--- config.mk ---
export PLATFORM = sky130hd
export DESIGN_NAME = refresh_pacer
export DESIGN_NICKNAME = d
export VERILOG_FILES = /design/src/rtl/refresh_pacer_pkg.sv /design/src/rtl/rp_key_gate.sv /design/src/rtl/rp_interval_counter.sv /design/src/rtl/rp_sticky.sv /design/src/rtl/refresh_pacer.sv
export SDC_FILE = /design/constraint.sdc
export NUM_CORES = 1
export LEC_CHECK = 0
export BUFFER_PORTS_ARGS = -buffer_cell sky130_fd_sc_hd__buf_2
export CORE_ASPECT_RATIO = 1.25
export CORE_MARGIN = 5
export CORE_UTILIZATION = 36
export CTS_CLUSTER_SIZE = 28
export DETAILED_ROUTE_END_ITERATION = 12
export HOLD_SLACK_MARGIN = 0.1
export PLACE_DENSITY = 0.76
export SLEW_MARGIN = 0
export SYNTH_ARGS = -nofsm -noshare
export SYNTH_HDL_FRONTEND = slang
export SYNTH_SLANG_ARGS = --single-unit
--- constraint.sdc ---
create_clock -name clk -period 4.11 [get_ports clk]
set_input_delay 0.2055 -clock clk [delete_from_list [all_inputs] [get_ports clk]]
set_output_delay 0.2055 -clock clk [all_outputs]
set_load 0.02 [all_outputs]
--- src/rtl/refresh_pacer_pkg.sv ---
package refresh_pacer_pkg;
  localparam int unsigned BUS_W   = 32;
  localparam int unsigned KEY_W   = 16;
  localparam int unsigned ADDR_W  = 2;
  localparam int unsigned NUM_REG = 3;
  localparam logic [KEY_W-1:0] WR_KEY = 16'hA55A;

  typedef enum logic [ADDR_W-1:0] {
    SEL_CTRL  = 2'd0,
    SEL_COUNT = 2'd1,
    SEL_CONST = 2'd2
  } reg_sel_e;

  localparam int unsigned BIT_REN  = 0;
  localparam int unsigned BIT_IE   = 1;
  localparam int unsigned BIT_FLAG = 2;
endpackage

--- src/rtl/rp_key_gate.sv ---
module rp_key_gate
  import refresh_pacer_pkg::*;
#(
  parameter int unsigned AW   = ADDR_W,
  parameter int unsigned NREG = NUM_REG
) (
  input  logic             wr,
  input  logic [AW-1:0]    addr,
  input  logic [KEY_W-1:0] key,
  output logic [NREG-1:0]  we
);
  logic key_ok;
  assign key_ok = (key == WR_KEY);

  for (genvar i = 0; i < NREG; i++) begin : g_we
    assign we[i] = wr && key_ok && (addr == AW'(i));
  end
endmodule

--- src/rtl/rp_interval_counter.sv ---
module rp_interval_counter #(
  parameter int unsigned W = 8
) (
  input  logic         clk,
  input  logic         rst_n,
  input  logic         tick,
  input  logic [W-1:0] limit,
  output logic [W-1:0] count,
  output logic         match
);
  assign match = tick && (count == limit);

  always_ff @(posedge clk or negedge rst_n) begin
    if (!rst_n)     count <= '0;
    else if (match) count <= '0;
    else if (tick)  count <= count + 1'b1;
  end
endmodule

--- src/rtl/rp_sticky.sv ---
module rp_sticky (
  input  logic clk,
  input  logic rst_n,
  input  logic set,
  input  logic clr,
  output logic q
);
  always_ff @(posedge clk or negedge rst_n) begin
    if (!rst_n)   q <= 1'b0;
    else if (set) q <= 1'b1;
    else if (clr) q <= 1'b0;
  end
endmodule

--- src/rtl/refresh_pacer.sv ---
module refresh_pacer
  import refresh_pacer_pkg::*;
#(
  parameter int unsigned CNT_W = 8
) (
  input  logic              clk,
  input  logic              rst_n,
  input  logic              tick,
  input  logic              bus_wr,
  input  logic [ADDR_W-1:0] bus_addr,
  input  logic [BUS_W-1:0]  bus_wdata,
  output logic [BUS_W-1:0]  bus_rdata,
  input  logic              refresh_ack,
  output logic              refresh_req,
  output logic              irq
);
  localparam int unsigned PAD_W = BUS_W - CNT_W;

  logic [NUM_REG-1:0] we;
  logic [CNT_W-1:0]   cnt_q, cmp_q;
  logic               ren_q, ie_q, flag_q, match;
  logic               flag_clr;
  logic               unused_wdata;

  assign unused_wdata = ^bus_wdata[KEY_W-1:CNT_W];

  rp_key_gate #(.AW(ADDR_W), .NREG(NUM_REG)) u_gate (
    .wr   (bus_wr),
    .addr (bus_addr),
    .key  (bus_wdata[BUS_W-1:BUS_W-KEY_W]),
    .we   (we)
  );

  rp_interval_counter #(.W(CNT_W)) u_cnt (
    .clk   (clk),
    .rst_n (rst_n),
    .tick  (tick),
    .limit (cmp_q),
    .count (cnt_q),
    .match (match)
  );

  always_ff @(posedge clk or negedge rst_n) begin
    if (!rst_n) begin
      ren_q <= 1'b0;
      ie_q  <= 1'b0;
      cmp_q <= '0;
    end else begin
      if (we[SEL_CTRL]) begin
        ren_q <= bus_wdata[BIT_REN];
        ie_q  <= bus_wdata[BIT_IE];
      end
      if (we[SEL_CONST]) cmp_q <= bus_wdata[CNT_W-1:0];
    end
  end

  assign flag_clr = we[SEL_CTRL] && !bus_wdata[BIT_FLAG];

  rp_sticky u_flag (
    .clk   (clk),
    .rst_n (rst_n),
    .set   (match),
    .clr   (flag_clr),
    .q     (flag_q)
  );

  rp_sticky u_req (
    .clk   (clk),
    .rst_n (rst_n),
    .set   (match && ren_q),
    .clr   (refresh_ack),
    .q     (refresh_req)
  );

  assign irq = flag_q && ie_q;

  always_comb begin
    bus_rdata = '0;
    case (bus_addr)
      SEL_CTRL: begin
        bus_rdata[BIT_REN]  = ren_q;
        bus_rdata[BIT_IE]   = ie_q;
        bus_rdata[BIT_FLAG] = flag_q;
      end
      SEL_COUNT: bus_rdata = {{PAD_W{1'b0}}, cnt_q};
      SEL_CONST: bus_rdata = {{PAD_W{1'b0}}, cmp_q};
      default:   bus_rdata = '0;
    endcase
  end
endmodule

==> impl_metrics.env <==
export IMPL_outcome="finished, final reports clean"
export IMPL_grt_pass1_vias=959
export IMPL_wire_per_inst_um=12.55
export IMPL_holdPathStages=2
export IMPL_synth_top_area_cell="dfrtp_1"
export IMPL_worst_path_max_fanout=10
export IMPL_clk_latency_ns=0.26
export IMPL_skew_ns=0.002827
export IMPL_yosys_top_cells_area="dfrtp_1 (37%), buf_4 (13%), mux2_2 (8.3%)"
export IMPL_dp_cells=206
export IMPL_power_density_nw_per_um2=372.4
export IMPL_drv_cap=0
export IMPL_path_clk_slew_ns=0.07
export IMPL_slew_headroom_pct=54.96
export IMPL_coreArea_sq_um=3722
export IMPL_synth_top_area_share_pct=36.80
export IMPL_io_pins=73
export IMPL_finalCritPeriodShare_pct=38.71
export IMPL_cts_hold_buf=1
export IMPL_cts_buffers_inserted=3
export IMPL_utilization_pct=42.12
export IMPL_leakagePower_nw=0.8017
export IMPL_ys_types=31
export IMPL_rsz0062_at_grt="false"
export IMPL_tns_ns=0
export IMPL_dieArea_sq_um=5115
export IMPL_switching_power_w=0.0001813
export IMPL_tritoncts="done"
export IMPL_ant_nets=0
export IMPL_final_cell_mix="buf_2 (40), conb_1 (24), dfrtp_1 (20)"
export IMPL_final_cells=211
export IMPL_grt_pass1_wl_um=4291
export IMPL_p_int_w=0.0004025
export IMPL_cts_buffer_depth=2
export IMPL_die_h_um=78.72
export IMPL_synth_seq_cells=20
export IMPL_place_gp_congestion=0.8357
export IMPL_worst_setup_path_type="reg2reg"
export IMPL_end_kind="flop"
export IMPL_yosysWarnings=0
export IMPL_grt_max_degree=21
export IMPL_synth_top_family_by_area="simple AND/OR/NAND/NOR gates"
export IMPL_syn_mean_instance_area_sq_um=10.30
export IMPL_num_rows=25
export IMPL_stdcell_area_sq_um=1568
export IMPL_yosysSeqAreaShare_pct=36.80
export IMPL_cts_setup_buffers=0
export IMPL_p_comb_share_pct=24.1
export IMPL_wl_um=2648
export IMPL_diodes=0
export IMPL_final_common_cell="buf_2"
export IMPL_detail_route_iter0_violations=46
export IMPL_drt_pass1_iter_count=4
export IMPL_postCtsResizedCells=0
export IMPL_holdWs_ns=0.1761
export IMPL_muxShareOfSynthArea_pct=9.016
export IMPL_syn_area_sq_um=1360
export IMPL_yosys_area_share_simple_pct=17.20
export IMPL_fin_crit_ns=1.591
export IMPL_tightest_slew_ns=0.6720
export IMPL_avgViaCountPerCell=4.796
export IMPL_clock_sinks=20
export IMPL_crit_required_ns=4.31
export IMPL_cts_max_level=1
export IMPL_switching_share_pct=31.05
export IMPL_pwr_share_seq_pct=42.8
export IMPL_synth_compound_area_share_pct=6.164
export IMPL_drive_gt1_share_pct=34.50
export IMPL_syn_inst=132
export IMPL_clkPwrFrac_pct=33.1
export IMPL_grt_overflow_total=0
export IMPL_nNetsFinal=216
export IMPL_hpwl_um=2132
export IMPL_yosys_area_share_xor_xnor_pct=9.660
export IMPL_cts_root_buf="clkbuf_8"
export IMPL_final_max_slew_viol_count=0
export IMPL_start_util_pct=36.54
export IMPL_drc_errors=0
export IMPL_grt_total_usage_pct=10.45
export IMPL_port_buffers=40
export IMPL_fmax_mhz=628.5
export IMPL_startpoint_type="flop"
export IMPL_placed_area_sq_um=1486
export IMPL_synth_fa_ha_area_share_pct=4.600
export IMPL_hold_viol_final=0
export IMPL_ir_drop_mv=0.2442
export IMPL_vias=1012
export IMPL_dieWidth_um=64.98
export IMPL_crit_arrival_ns=1.79
export IMPL_reg2reg_depth=4
export IMPL_antenna_found_initial=0
export IMPL_finalSetupViolCount=0
export IMPL_hp_class="in2reg"
export IMPL_areaGrowthSynthToFinish_pct=15.27
power groups by stage:
stage	logic [W]	registers, W	clock network (W)
2_1_floorplan	0.000138	0.000234	0
3_3_place_gp	0.000139	0.000254	0
3_5_place_dp	0.000140	0.000254	0
4_1_cts	0.000142	0.000250	0.000199
5_1_grt	0.000155	0.000255	0.000206
6_report	0.000141	0.000250	0.000193
logic make-up after synthesis:
logic type | after synthesis
flops | 20
xor+xnor | 15
buf+inv | 32
simple gates | 38
compound gates | 10
mux | 11
other cells | 1
fa+ha+maj | 5
routing by layer:
metal,up-vias,wire length (um),GRT usage (%)
met5,-,0,0
met4,0,29,3.594
met3,4,226,2.405
met2,39,1309,17.81
met1,479,1083,12.80
li1,490,-,-
cell usage after synthesis (all sizes together):
cell / count
a21o: 1
a222oi: 3
a22o: 1
a22oi: 5
and2: 1
and3: 1
and4: 1
and4b: 1
and4bb: 1
buf: 25
clkbuf: 4
conb: 1
dfrtp: 20
ha: 5
inv: 3
mux2: 10
mux2i: 1
nand2: 3
nand3: 3
nand4: 5
nand4b: 1
nor2: 13
nor2b: 5
nor3: 1
nor4b: 1
nor4bb: 1
xnor2: 11
xor2: 4
state kept, by name, summed over array words and instances (netlist names):
signal / flops
u_req.q: 1
u_flag.q: 1
ren_q: 1
ie_q: 1
u_cnt.count: 8
cmp_q: 8
area by class of cell:
cell class | count | area [sq um]
fill | 384 | 2155
multi-input combinational | 103 | 724.4
sequential | 20 | 500.5
timing repair buffer | 41 | 210.2
tap | 40 | 50.05
clock buffer | 3 | 41.29
clock inverter | 1 | 30.03
inverter | 3 | 11.26
worst max-delay path, cell delays in order, from the launching register on:
cell and delay (ns):
dfrtp_1 0.47, xnor2_1 0.17, nand3_1 0.11, nor3_2 0.57, a22o_1 0.22
worst paths after layout:
path	from	endpoint	slack (ns)
max	u_cnt.count[2]$_DFFE_PN0P_	u_req.q$_DFFE_PN0P_	2.52
min	bus_wdata[7]	cmp_q[7]$_DFFE_PN0P_	0.18
max reg2reg	u_cnt.count[2]$_DFFE_PN0P_	u_req.q$_DFFE_PN0P_	2.52
min reg2reg	u_req.q$_DFFE_PN0P_	u_req.q$_DFFE_PN0P_	0.52
max in group asynchronous	rst_n	cmp_q[7]$_DFFE_PN0P_	3.38
min in group asynchronous	rst_n	u_cnt.count[4]$_DFFE_PN0P_	0.43
through the flow:
stage	setup slack [ns]	power (W)
5_1_grt	2.411	0.0006159
2_1_floorplan	2.764	0.0003719
3_3_place_gp	2.504	0.0003930
3_5_place_dp	2.493	0.0003945
4_1_cts	2.476	0.0005918
6_report	2.519	0.0005838
No activity file was read; power rests on OpenSTA's default activity.
